File: src/rtl/dlycal_pkg.sv
package dlycal_pkg;
  typedef enum logic [1:0] {
    CAL_IDLE = 2'd0,
    CAL_SCAN = 2'd1,
    CAL_DONE = 2'd2
  } cal_state_e;
endpackage

File: src/rtl/dlycal_window.sv
// Collects PAIRS sample pairs per tap and reports whether any disagreed.
module dlycal_window #(
  parameter int PAIRS = 16
) (
  input  logic clk,
  input  logic rst,
  input  logic en,
  input  logic m_bit,
  input  logic s_bit,
  output logic win_end,
  output logic step_diff
);
  localparam int CW = (PAIRS > 1) ? $clog2(PAIRS) : 1;

  logic [CW-1:0] cnt_q;
  logic          seen_q;

  always_comb begin
    win_end   = en && (cnt_q == CW'(PAIRS - 1));
    step_diff = seen_q | (m_bit ^ s_bit);
  end

  always_ff @(posedge clk) begin
    if (rst || !en) begin
      cnt_q  <= '0;
      seen_q <= 1'b0;
    end else if (win_end) begin
      cnt_q  <= '0;
      seen_q <= 1'b0;
    end else begin
      cnt_q  <= cnt_q + 1'b1;
      seen_q <= step_diff;
    end
  end
endmodule

File: src/rtl/dlycal_fanout.sv
// Registers the chosen tap into every lane and issues the load strobe.
module dlycal_fanout #(
  parameter int LANES = 5,
  parameter int TAP_W = 9
) (
  input  logic                   clk,
  input  logic                   rst,
  input  logic                   load,
  input  logic [TAP_W-1:0]       tap_in,
  output logic [LANES*TAP_W-1:0] lane_taps,
  output logic                   lane_load
);
  for (genvar g = 0; g < LANES; g++) begin : g_lane
    always_ff @(posedge clk) begin
      if (rst)
        lane_taps[g*TAP_W +: TAP_W] <= '0;
      else if (load)
        lane_taps[g*TAP_W +: TAP_W] <= tap_in;
    end
  end

  always_ff @(posedge clk) begin
    if (rst) lane_load <= 1'b0;
    else     lane_load <= load;
  end

  // the lane strobe never lasts more than one cycle
  a_r9_single_strobe: assert property (@(posedge clk) disable iff (rst)
    lane_load |=> !lane_load);
endmodule

File: src/rtl/dlycal_ctrl.sv
module dlycal_ctrl #(
  parameter int TAP_W     = 9,
  parameter int HALF_TAPS = 40,
  parameter int PAIRS     = 16,
  parameter int LANES     = 5
) (
  input  logic                   clk,
  input  logic                   rst,
  input  logic                   dly_ready,
  input  logic                   clk_locked,
  input  logic                   smp_master,
  input  logic                   smp_slave,
  output logic [TAP_W-1:0]       master_tap,
  output logic [TAP_W-1:0]       slave_tap,
  output logic [LANES*TAP_W-1:0] lane_taps,
  output logic                   lane_load,
  output logic                   cal_done
);
  import dlycal_pkg::*;

  localparam logic [TAP_W-1:0] TOP_TAP = '1;
  localparam logic [TAP_W-1:0] HALF    = TAP_W'(HALF_TAPS);

  function automatic logic [TAP_W-1:0] sat_add(input logic [TAP_W-1:0] a,
                                               input logic [TAP_W-1:0] b);
    logic [TAP_W:0] s;
    s = {1'b0, a} + {1'b0, b};
    return s[TAP_W] ? TOP_TAP : s[TAP_W-1:0];
  endfunction

  cal_state_e       st_q, st_n;
  logic [TAP_W-1:0] master_q, master_n, first_q, first_n, fin_val;
  logic             have1_q, have1_n, fin, bcast_q;
  logic             win_end, step_diff;

  dlycal_window #(.PAIRS(PAIRS)) u_window (
    .clk       (clk),
    .rst       (rst),
    .en        (st_q == CAL_SCAN),
    .m_bit     (smp_master),
    .s_bit     (smp_slave),
    .win_end   (win_end),
    .step_diff (step_diff)
  );

  always_comb begin
    st_n     = st_q;
    master_n = master_q;
    first_n  = first_q;
    have1_n  = have1_q;
    fin      = 1'b0;
    fin_val  = '0;
    case (st_q)
      CAL_IDLE: if (dly_ready && clk_locked) st_n = CAL_SCAN;
      CAL_SCAN: if (win_end) begin
        if (step_diff && have1_q) begin
          fin     = 1'b1;
          fin_val = first_q + ((master_q - first_q) >> 1);
        end else begin
          if (step_diff) begin
            first_n = master_q;
            have1_n = 1'b1;
          end
          if (master_q == TOP_TAP) begin
            fin = 1'b1;
            if (step_diff)    fin_val = sat_add(master_q, HALF);
            else if (have1_q) fin_val = sat_add(first_q, HALF);
            else              fin_val = HALF;
          end else begin
            master_n = master_q + 1'b1;
          end
        end
      end
      default: ;
    endcase
    if (fin) begin
      st_n     = CAL_DONE;
      master_n = fin_val;
    end
  end

  always_ff @(posedge clk) begin
    if (rst) begin
      st_q      <= CAL_IDLE;
      master_q  <= '0;
      slave_tap <= HALF;
      first_q   <= '0;
      have1_q   <= 1'b0;
      cal_done  <= 1'b0;
      bcast_q   <= 1'b0;
    end else begin
      st_q      <= st_n;
      master_q  <= master_n;
      slave_tap <= sat_add(master_n, HALF);
      first_q   <= first_n;
      have1_q   <= have1_n;
      cal_done  <= cal_done | fin;
      bcast_q   <= fin;
    end
  end

  assign master_tap = master_q;

  dlycal_fanout #(.LANES(LANES), .TAP_W(TAP_W)) u_fanout (
    .clk       (clk),
    .rst       (rst),
    .load      (bcast_q),
    .tap_in    (master_q),
    .lane_taps (lane_taps),
    .lane_load (lane_load)
  );

  // the secondary tap keeps its half-bit offset
  a_r2_slave_offset: assert property (@(posedge clk) disable iff (rst)
    slave_tap == sat_add(master_tap, HALF));
  // no start without both enables
  a_r3_wait_enable: assert property (@(posedge clk) disable iff (rst)
    (st_q == CAL_IDLE && !(dly_ready && clk_locked)) |=> (st_q == CAL_IDLE));
  // the tap moves only at the end of a window
  a_r4_hold_in_window: assert property (@(posedge clk) disable iff (rst)
    (st_q == CAL_SCAN && !win_end) |=> $stable(master_tap));
  // a step without finishing is exactly one tap
  a_r4_step_by_one: assert property (@(posedge clk) disable iff (rst)
    (st_q == CAL_SCAN && win_end && !fin) |=>
      (master_tap == TAP_W'($past(master_tap) + 1'b1)));
  // the lane load follows completion by one cycle
  a_r9_load_after_done: assert property (@(posedge clk) disable iff (rst)
    $rose(cal_done) |=> lane_load);
  // nothing moves after completion
  a_r10_frozen: assert property (@(posedge clk) disable iff (rst)
    cal_done |=> (cal_done && $stable(master_tap) && $stable(slave_tap)));
endmodule

File: config.mk
export PLATFORM = sky130hd
export DESIGN_NAME = dlycal_ctrl
export DESIGN_NICKNAME = d
export VERILOG_FILES = /design/src/rtl/dlycal_pkg.sv /design/src/rtl/dlycal_window.sv /design/src/rtl/dlycal_fanout.sv /design/src/rtl/dlycal_ctrl.sv
export SDC_FILE = /design/constraint.sdc
export NUM_CORES = 1
export LEC_CHECK = 0
export ABC_AREA = 1
export BUFFER_PORTS_ARGS = -buffer_cell sky130_fd_sc_hd__buf_4
export CAP_MARGIN = 5
export CORE_UTILIZATION = 40
export CTS_BUF_LIST = sky130_fd_sc_hd__clkbuf_8
export DETAILED_ROUTE_END_ITERATION = 8
export PLACE_DENSITY = 0.68
export SLEW_MARGIN = 20
export SYNTH_ARGS = -nofsm -noshare
export SYNTH_HDL_FRONTEND = slang
export SYNTH_SLANG_ARGS = --single-unit
File: constraint.sdc
create_clock -name clk -period 4.2 [get_ports clk]
set_input_delay 0.84 -clock clk [delete_from_list [all_inputs] [get_ports clk]]
set_output_delay 0.84 -clock clk [all_outputs]
set_load 0.01 [all_outputs]
# [Yosys cells after proc, flatten, opt, wreduce, memory -nomap -nowiden]
# Cells that the tools add are included.
[word_totals] ff_bits=47 latchBits=0 mem_bits_rw=0 rom_bits=0 input_bits=6 out_inout_bits=65 elab_cells=62 mem_count=0
[op_classes] add_sub_neg=7 multipliers=0 n_div=0 order_cmp=0 n_eq_ne=3 shift=0 muxes=21 bitwise=4 n_reduce_logical=14
[ops] op="$mux W9" count=14
[ops] op="$add A9 B6 Y10 const B" count=3
[ops] op="$add A9 B1 Y9 const B" count=1
[ops] op="$add A9 B8 Y9" count=1
[ops] op="$eq A9 B9 Y1 const B" count=1
[ops] op="$sub A9 B9 Y9" count=1
[ops] op="$mux W2" count=3
[ops] op="$reduce_or A2 Y1" count=3
[ops] op="$add A4 B1 Y4 const B" count=1
[ops] op="$eq A4 B4 Y1 const B" count=1
[ops] op="$mux W1" count=4
[ops] op="$reduce_and A2 Y1" count=2
[ops] op="$reduce_and A4 Y1" count=1
[ops] op="$reduce_bool A2 Y1" count=2
[ops] op="$logic_and A1 B1 Y1" count=3
[ops] op="$eq A2 B1 Y1 const B" count=1
[ops] op="$logic_not A2 Y1" count=1
[ops] op="$or A1 B1 Y1" count=2
[ops] op="$logic_not A1 Y1" count=1
[ops] op="$logic_or A1 B1 Y1" count=1
[ops] op="$not A1 Y1" count=1
[ops] op="$xor A1 B1 Y1" count=1

# [Longest topological paths before layout]
# Gate-level depths: netlist (run 1).
[depth] ltp_word=11 ltp_mapped=24 mapped_depth_nobuf=24

# [Cells and area by module]
# A second synthesis (run 1) with hierarchy kept.
[hier_totals] cells_unflattened=513 area_unflattened_um2=3439.5
[modules_own_cells] mod="dlycal_ctrl" n_inst=1 cells_each=391 area_each_um2=2537.4 seq_area_each_um2=640.6
[modules_own_cells] mod="dlycal_fanout" n_inst=1 cells_each=96 area_each_um2=681.9 seq_area_each_um2=200.2
[modules_own_cells] mod="dlycal_window" n_inst=1 cells_each=26 area_each_um2=220.2 seq_area_each_um2=100.1

# [Least setup slack after synthesis (run 1)]
# OpenSTA, ideal clock, no wires.
[synth_path] kind="flip-flop to flip-flop" from="register master_q[0] (netlist: master_tap[0])" to="register slave_tap[8]" setup_time_ps=113 arrival_ps=2971 required_time_ps=4087 path_slack_ps=1116 stages_incl_launch_ff=23 path_buffers=0 synth_period_minus_slack_ps=3084 path_cell_list="dfxtp_1 -> nor2_1 -> inv_1 -> fa_1 -> nand3_1 -> nand3_1 -> a21oi_1 -> o21bai_1 -> a21o_1 -> a21oi_1 -> xor2_1 -> ha_1 -> a21oi_1 -> o21a_1 -> nand2_1 -> nand2_1 -> nand3_1 -> nand3_1 -> nand2_1 -> inv_1 -> o21ai_1 -> nor2_1 -> nor2_1"
[synth_via] elab_chain_len=10 elab_cells_between_ends=22 cone_classes="add/sub (5); eq/ne (1); mux (16)"
[synth_rtl] element="start: declaration" line="dlycal_ctrl.sv:32" source="logic [TAP_W-1:0] master_q, master_n, first_q, first_n, fin_val;"
[synth_rtl] element="start signal: assignment" line="dlycal_ctrl.sv:93" source="master_q <= master_n;"
[synth_rtl] element="parallel branches: the longest is 7 deep, another holds $sub A9 B9 Y9"
[synth_rtl] element="$mux W9 *" line="dlycal_ctrl.sv:76" source="if (fin) begin"
[synth_rtl] element="$add A9 B6 Y10 *" line="dlycal_ctrl.sv:27" source="s = {1'b0, a} + {1'b0, b};"
[synth_rtl] element="$mux W9 *" line="dlycal_ctrl.sv:28" source="return s[TAP_W] ? TOP_TAP : s[TAP_W-1:0];"
[synth_rtl] element="end signal: assignment" line="dlycal_ctrl.sv:94" source="slave_tap <= sat_add(master_n, HALF);"
[synth_rtl] element="end: declaration" line="dlycal_ctrl.sv:14" source="output logic [TAP_W-1:0] slave_tap,"
# Mark *: on every way between the ends.
# A chain may end at the register's enable or synchronous reset.

# [Worst setup path after layout (run 1)]
[layout_path] from="register master_q[0] (netlist: master_tap[0])" to="register slave_tap[5]"
[layout_via] elab_chain_len=10 elab_cells_between_ends=22 cone_classes="add/sub (5); eq/ne (1); mux (15); reduce/logical (1)"
[layout_rtl] element="parallel branches: the longest is 7 deep, another holds $sub A9 B9 Y9"
[layout_rtl] element="$mux W9 *" line="dlycal_ctrl.sv:76"
[layout_rtl] element="$add A9 B6 Y10 *" line="dlycal_ctrl.sv:27"
[layout_rtl] element="$reduce_or A2 Y1 (no line)"
# Marked as above.

==> results.json, run 1 <==
{
  "status": "finished clean",
  "grt_pass1_vias": 2764,
  "synth_area_um2": 3380,
  "leakagePower_nw": 1.90,
  "min_path_cells": 1,
  "placed_area_um2": 3720,
  "insertion_delay_ps": 310,
  "stdcell_count": 600,
  "syn_nets": 490,
  "crit_path_top_delay_cell": "dfxtp_1",
  "core_area_um2": 8180,
  "gp_congestion": 0.907,
  "drc_errors": 0,
  "max_cap_viol_count": 0,
  "clockBufferDepth": 2,
  "cp_data_required_time_ps": 4350,
  "rows": 33,
  "ys_warn_count": 0,
  "drtAntennaViolNets": 0,
  "via_count": 3001,
  "dieArea_um2": 8820,
  "syn_to_final_growth_pct": 13.3,
  "wl_per_cell_um": 13.7,
  "cp_slowest_stage_delay_ps": 410,
  "synth.distinct_cells": 41,
  "port_buffers": 70,
  "fin_tns_setup_ps": 0,
  "p_total_w": 0.000813,
  "gr-total-overflow": 0,
  "avgSynthCellArea_um2": 7.33,
  "slew_headroom_pct": 50.6,
  "layout_commonest_cell": "nand2_1",
  "initialDrtViolationCount": 107,
  "path_common_cell": "nand3_1",
  "finalCritPeriodShare_pct": 82.0,
  "final_cell_mix": "nand2_1, buf_4, inv_1",
  "dr.max_layer_used": "met4",
  "min_path_type": "flip-flop to flip-flop",
  "route.met2.wl_mm": 4.06,
  "pin_count": 71,
  "routed_wl_mm": 8.21,
  "ir_drop_uv": 210,
  "regToRegEndpoint": "slave_tap[5]$_SDFF_PP1_",
  "endpoint_kind": "flip-flop",
  "grt_max_degree": 26,
  "cts_hold_buf": 0,
  "p_per_area_nw_per_um2": 212,
  "wl_met3_um": 386,
  "firstDrtPassIters": 4,
  "clk_pin_slew_ps": 100,
  "grt_pass1_wl_mm": 13.0,
  "r2r_slack_ps": 760,
  "cts_tree": "built",
  "cts-root-buf": "clkbuf_8",
  "path_class": "flip-flop to flip-flop",
  "final_util_pct": 46.8,
  "cts_buffers": 5,
  "cts_resized": 0,
  "clock_skew_ps": 12.3,
  "syn_inst": 461,
  "worst_slew_pin_slew_ps": 739,
  "cts_max_level": 2,
  "postCtsSetupRepairBufs": 0,
  "fin_crit_ps": 3440,
  "critPathArrivalTime_ps": 3600,
  "dpl.hpwl_mm": 6.49,
  "reg2reg_depth": 20,
  "die_w_um": 93.9,
  "ys_ff_latch": 47,
  "rsz0062_at_grt": "false",
  "max_freq_mhz": 290,
  "crit_chain": "nor2_1 > inv_1 > fa_1 > nand3_1 > nand3_1 > a21oi_1 > o21bai_1 > a21o_1 > a21oi_1 > xor2_1 > ha_1 > a21oi_1 > o21a_1 > nand3_1 > nand3_1 > nand3_1 > nand2_1 > inv_1 > nand3_4 > nand4_1",
  "antenna_cells": 0,
  "finalHoldViolCount": 0,
  "m1WireLength_mm": 3.55,
  "placedCellCount": 593,
  "finalMaxSlewViolations": 0,
  "cts_sinks": 47,
  "die_y_um": 93.9,
  "r2r_start": "master_tap[0]$_SDFF_PP0_",
  "via_per_inst": 5.00,
  "cp-start-kind": "flip-flop",
  "yosysSeqAreaShare_pct": 27.8,
  "design_area_um2": 3830,
  "antenna_found_initial": 0,
  "num-fill-cells": 845,
  "worst-path-max-fanout": 8,
  "min_to": "u_window.cnt_q[0]$_SDFF_PP0_",
  "drive_gt1_share_pct": 25.7,
  "finalSetupViolCount": 0,
  "initial_core_util_pct": 41.3,
  "worstHoldStart": "u_window.cnt_q[0]$_SDFF_PP0_",
  "fin_nets": 524,
  "gr-usage-all-layers_pct": 19.0
}
## state kept, by name, indices dropped and copies added (netlist names)
register / cells
have1_q: 1
slave_tap: 9
u_fanout.lane_taps: 9
bcast_q: 1
st_q: 2
u_fanout.lane_load: 1
u_window.cnt_q: 4
master_tap: 9
u_window.seen_q: 1
cal_done: 1
first_q: 9
## metal layers
metal	GRT usage, %	vias up
li1	-	1540
met1	23.2	1371
met2	33.0	73
met3	3.07	17
met4	7.95	0
met5	0	-
## Yosys cell counts (all sizes together)
master | count | share of area [%]
a211oi | 1 | 0.22
a21o | 1 | 0.22
a21oi | 41 | 6.7
a22oi | 1 | 0.22
a31oi | 1 | 0.19
and3 | 1 | 0.19
buf | 39 | 9.0
clkbuf | 6 | 0.67
dfxtp | 47 | 28
fa | 2 | 1.2
ha | 21 | 7.8
inv | 60 | 6.7
nand2 | 91 | 12
nand3 | 40 | 7.8
nand3b | 1 | 0.22
nand4 | 12 | 2.2
nor2 | 38 | 5.9
nor3 | 5 | 1.2
o21a | 3 | 0.67
o21ai | 31 | 4.6
o21bai | 2 | 0.44
o22ai | 1 | 0.19
o31ai | 1 | 0.22
or2 | 4 | 0.74
xnor2 | 4 | 1.0
xor2 | 7 | 1.8
## critical path, delay by kind of cell (launching register included)
kind,cells,cell delay [ps]
AND/OR/NAND/NOR,9,930
adder cells (fa/ha/maj),2,700
flip-flops,1,410
buffers and inverters,2,180
XOR/XNOR,1,170
AO/OA/AOI/OAI,6,890
## worst max-delay path by stage
stage | from | endpoint | slack (ps) | depth (start not counted)
detailed placement | master_tap[0]$_SDFF_PP0_ | slave_tap[8]$_SDFF_PP0_ | 770 | 22
CTS | master_tap[0]$_SDFF_PP0_ | slave_tap[5]$_SDFF_PP1_ | 740 | 20
finish | master_tap[0]$_SDFF_PP0_ | slave_tap[5]$_SDFF_PP1_ | 760 | 20
floorplan | master_tap[0]$_SDFF_PP0_ | slave_tap[8]$_SDFF_PP0_ | 1120 | 22
global route | first_q[1]$_SDFFE_PP0P_ | slave_tap[2]$_SDFF_PP0_ | 420 | 21
global placement | master_tap[0]$_SDFF_PP0_ | slave_tap[8]$_SDFF_PP0_ | 870 | 22
## per-stage QoR
step	setup WS [ps]	hold slack (ps)
after detailed placement	773	453
after CTS	745	466
after floorplan	1120	418
after global routing	423	513
after global placement	870	431
final	756	458
## report_power, final
| part | leakage, nW | internal, W | switching, W | total (W) |
|---|---|---|---|---|
| logic | 1.47 | 0.00000898 | 0.0000196 | 0.0000286 |
| registers | 0.379 | 0.000447 | 0.000000865 | 0.000448 |
| clock network | 0.0502 | 0.000174 | 0.000163 | 0.000337 |
## layout make-up
class                           count  area [um2]  share of cell area [%]
Multi-Input combinational cell    309        1880                    49.2
Clock inverter                      2        37.5                   0.980
Inverter                           60         228                    5.95
Tap cell                          105         131                    3.43
Timing Repair Buffer               72         541                    14.1
Sequential cell                    47         941                    24.6
Clock buffer                        5        68.8                    1.80
## logic make-up after synthesis
group	Yosys count	synth area share (%)
AND/OR/NAND/NOR	192	30.2
buffers and inverters	105	16.4
AO/OA/AOI/OAI	83	13.7
flip-flops	47	27.8
adder cells (fa/ha/maj)	23	8.96
XOR/XNOR	11	2.85
No activity file was read; power rests on OpenSTA's default activity.
==> run 2: changes to the inputs <==
--- a/config.mk
+++ b/config.mk
@@ -11,7 +11,7 @@
 export CORE_UTILIZATION = 40
 export CTS_BUF_LIST = sky130_fd_sc_hd__clkbuf_8
 export DETAILED_ROUTE_END_ITERATION = 8
-export PLACE_DENSITY = 0.68
+export PLACE_DENSITY = 0.71
 export SLEW_MARGIN = 20
 export SYNTH_ARGS = -nofsm -noshare
 export SYNTH_HDL_FRONTEND = slang
==> constraint.sdc (replaced) <==
create_clock -name clk -period 2.9 [get_ports clk]
set_input_delay 0.58 -clock clk [delete_from_list [all_inputs] [get_ports clk]]
set_output_delay 0.58 -clock clk [all_outputs]
set_load 0.01 [all_outputs]
==> run 2 against run 1 <==
  * The flow now finishes with violations (setup timing)
  * Sequential share of layout area down 2.7 points
  * Register-to-register slack worse by 1000 ps
  * Cell count up 5.8%
  * Design area up 13%
  * Sequential power up 45%
  * Clock power up 40%
==> results.json, run 2 (synthesis gave the netlist of run 1 again) <==
{
  "die_y_um": 93.9,
  "dr.max_layer_used": "met4",
  "finalSetupViolCount": 11,
  "via_per_inst": 5.05,
  "cts_hold_buf": 0,
  "firstDrtPassIters": 6,
  "gr-usage-all-layers_pct": 20.0,
  "wl_met3_um": 407,
  "die_w_um": 93.9,
  "path_class": "flip-flop to flip-flop",
  "fin_crit_ps": 3150,
  "drc_errors": 0,
  "pin_count": 71,
  "min_path_cells": 1,
  "antenna_cells": 0,
  "max_cap_viol_count": 0,
  "gp_congestion": 0.923,
  "via_count": 3209,
  "cts_buffers": 5,
  "num-fill-cells": 766,
  "syn_to_final_growth_pct": 27.7,
  "p_per_area_nw_per_um2": 269,
  "grt_pass1_wl_mm": 13.9,
  "grt_pass1_vias": 2925,
  "whs_ps": 473,
  "antenna_found_initial": 0,
  "status": "finished, violations left",
  "clock_skew_ps": 9.54,
  "cts_sinks": 47,
  "cp_data_required_time_ps": 3040,
  "core_area_um2": 8180,
  "leakagePower_nw": 2.11,
  "worst-path-max-fanout": 5,
  "initial_core_util_pct": 41.3,
  "cts_tree": "built",
  "cts-root-buf": "clkbuf_8",
  "worst_slew_pin_slew_ps": 792,
  "min_path_type": "flip-flop to flip-flop",
  "rsz0062_at_grt": "true",
  "dieArea_um2": 8820,
  "drtAntennaViolNets": 0,
  "finalCritPeriodShare_pct": 108,
  "failed_checks": "setup timing",
  "p_total_w": 0.00116,
  "routed_wl_mm": 8.88,
  "wl_per_cell_um": 14.0,
  "setup_slack_ps": -246,
  "insertion_delay_ps": 300,
  "layout_commonest_cell": "buf_4",
  "reg2reg_depth": 21,
  "grt_max_degree": 26,
  "stdcell_count": 635,
  "gr-total-overflow": 0,
  "port_buffers": 70,
  "slew_headroom_pct": 47.2,
  "drive_gt1_share_pct": 39.1,
  "clk_pin_slew_ps": 80,
  "final_cell_mix": "buf_4, nand2_1, inv_1, dfxtp_1",
  "cts_max_level": 2,
  "rows": 33,
  "placedCellCount": 620,
  "fin_nets": 559,
  "max_freq_mhz": 318,
  "finalHoldViolCount": 0,
  "dp_slack_ps": -329,
  "clockBufferDepth": 2,
  "initialDrtViolationCount": 178,
  "dpl.hpwl_mm": 6.71,
  "cp-start-kind": "flip-flop",
  "finalMaxSlewViolations": 0,
  "endpoint_kind": "flip-flop",
  "critPathArrivalTime_ps": 3290,
  "route.met2.wl_mm": 4.52,
  "ir_drop_uv": 217,
  "m1WireLength_mm": 3.72
}
[run 2: cell types whose count changed in the layout (fill, tap and decap cells not counted), moves of 4 or more]
cell	change
nor2_1	-4
nand2_1	-5
ha_1	-4
a21oi_1	-10
nand3_1	-7
inv_1	-5
inv_2	+4
buf_4	+33
nand3_2	+7
ha_4	+4
a21oi_2	+10
[run 2: where the power goes]
part | internal [W] | total (W) | switching, W
clock | 0.000252 | 0.000471 | 0.000219
combinational | 0.0000131 | 0.0000414 | 0.0000283
sequential | 0.000647 | 0.000648 | 0.00000135
total | 0.000912 | 0.00116 | 0.000249
[run 2: layer usage]
metal / up-vias / track usage, %
met3: 18 / 3.16
li1: 1604 / -
met5: - / 0
met4: 0 / 7.56
met2: 77 / 35.2
met1: 1510 / 24.4
[run 2: path summary, 6_finish.rpt]
path	to	startpoint	slack, ps
min reg2reg	u_window.cnt_q[0]$_SDFF_PP0_	u_window.cnt_q[0]$_SDFF_PP0_	470
min	u_window.cnt_q[0]$_SDFF_PP0_	u_window.cnt_q[0]$_SDFF_PP0_	470
max	slave_tap[5]$_SDFF_PP1_	first_q[0]$_SDFFE_PP0P_	-250
max reg2reg	slave_tap[5]$_SDFF_PP1_	first_q[0]$_SDFFE_PP0P_	-250
[run 2: metrics by stage]
step                      area (um2)  utilization (%)  TNS, ps
after detailed placement        3940             48.2    -2780
after floorplan                 3390                -    -26.3
after global placement          3940             48.2    -1360
after global routing            4310             52.8    -3850
final                           4310             52.8    -1860
after CTS                       4190             51.3    -1250
[run 2: final cells by class]
class / instances / area [um2] / area share [%]
Multi-Input combinational cell: 309 / 2090 / 48.5
Sequential cell: 47 / 943 / 21.9
Timing Repair Buffer: 107 / 811 / 18.8
Inverter: 60 / 230 / 5.34
Tap cell: 105 / 131 / 3.05
Clock buffer: 5 / 68.8 / 1.60
Clock inverter: 2 / 37.5 / 0.870
[run 2: timing repair]
action | CTS | global route
pin swaps | 18 | 29
endpoints found under the setup margin | 12 | 13
buffers inserted | 5 | 3
resized for setup | 24 | 25
[run 2: worst max-delay path, stage by stage, from the launching register on]
cell and delay, ps:
dfxtp_2 340, inv_2 50, nor2_4 80, inv_2 40
fa_2 360, nand3_2 80, nand3_2 90, a21oi_2 160
o21bai_2 100, a21o_1 200, a21oi_2 140, xor2_1 170
ha_1 290, a21oi_2 160, o21a_1 150, nand3_1 90
nand3_2 80, nand3_2 80, nand2_4 100, inv_4 50
nand3_4 110, nand4_1 90
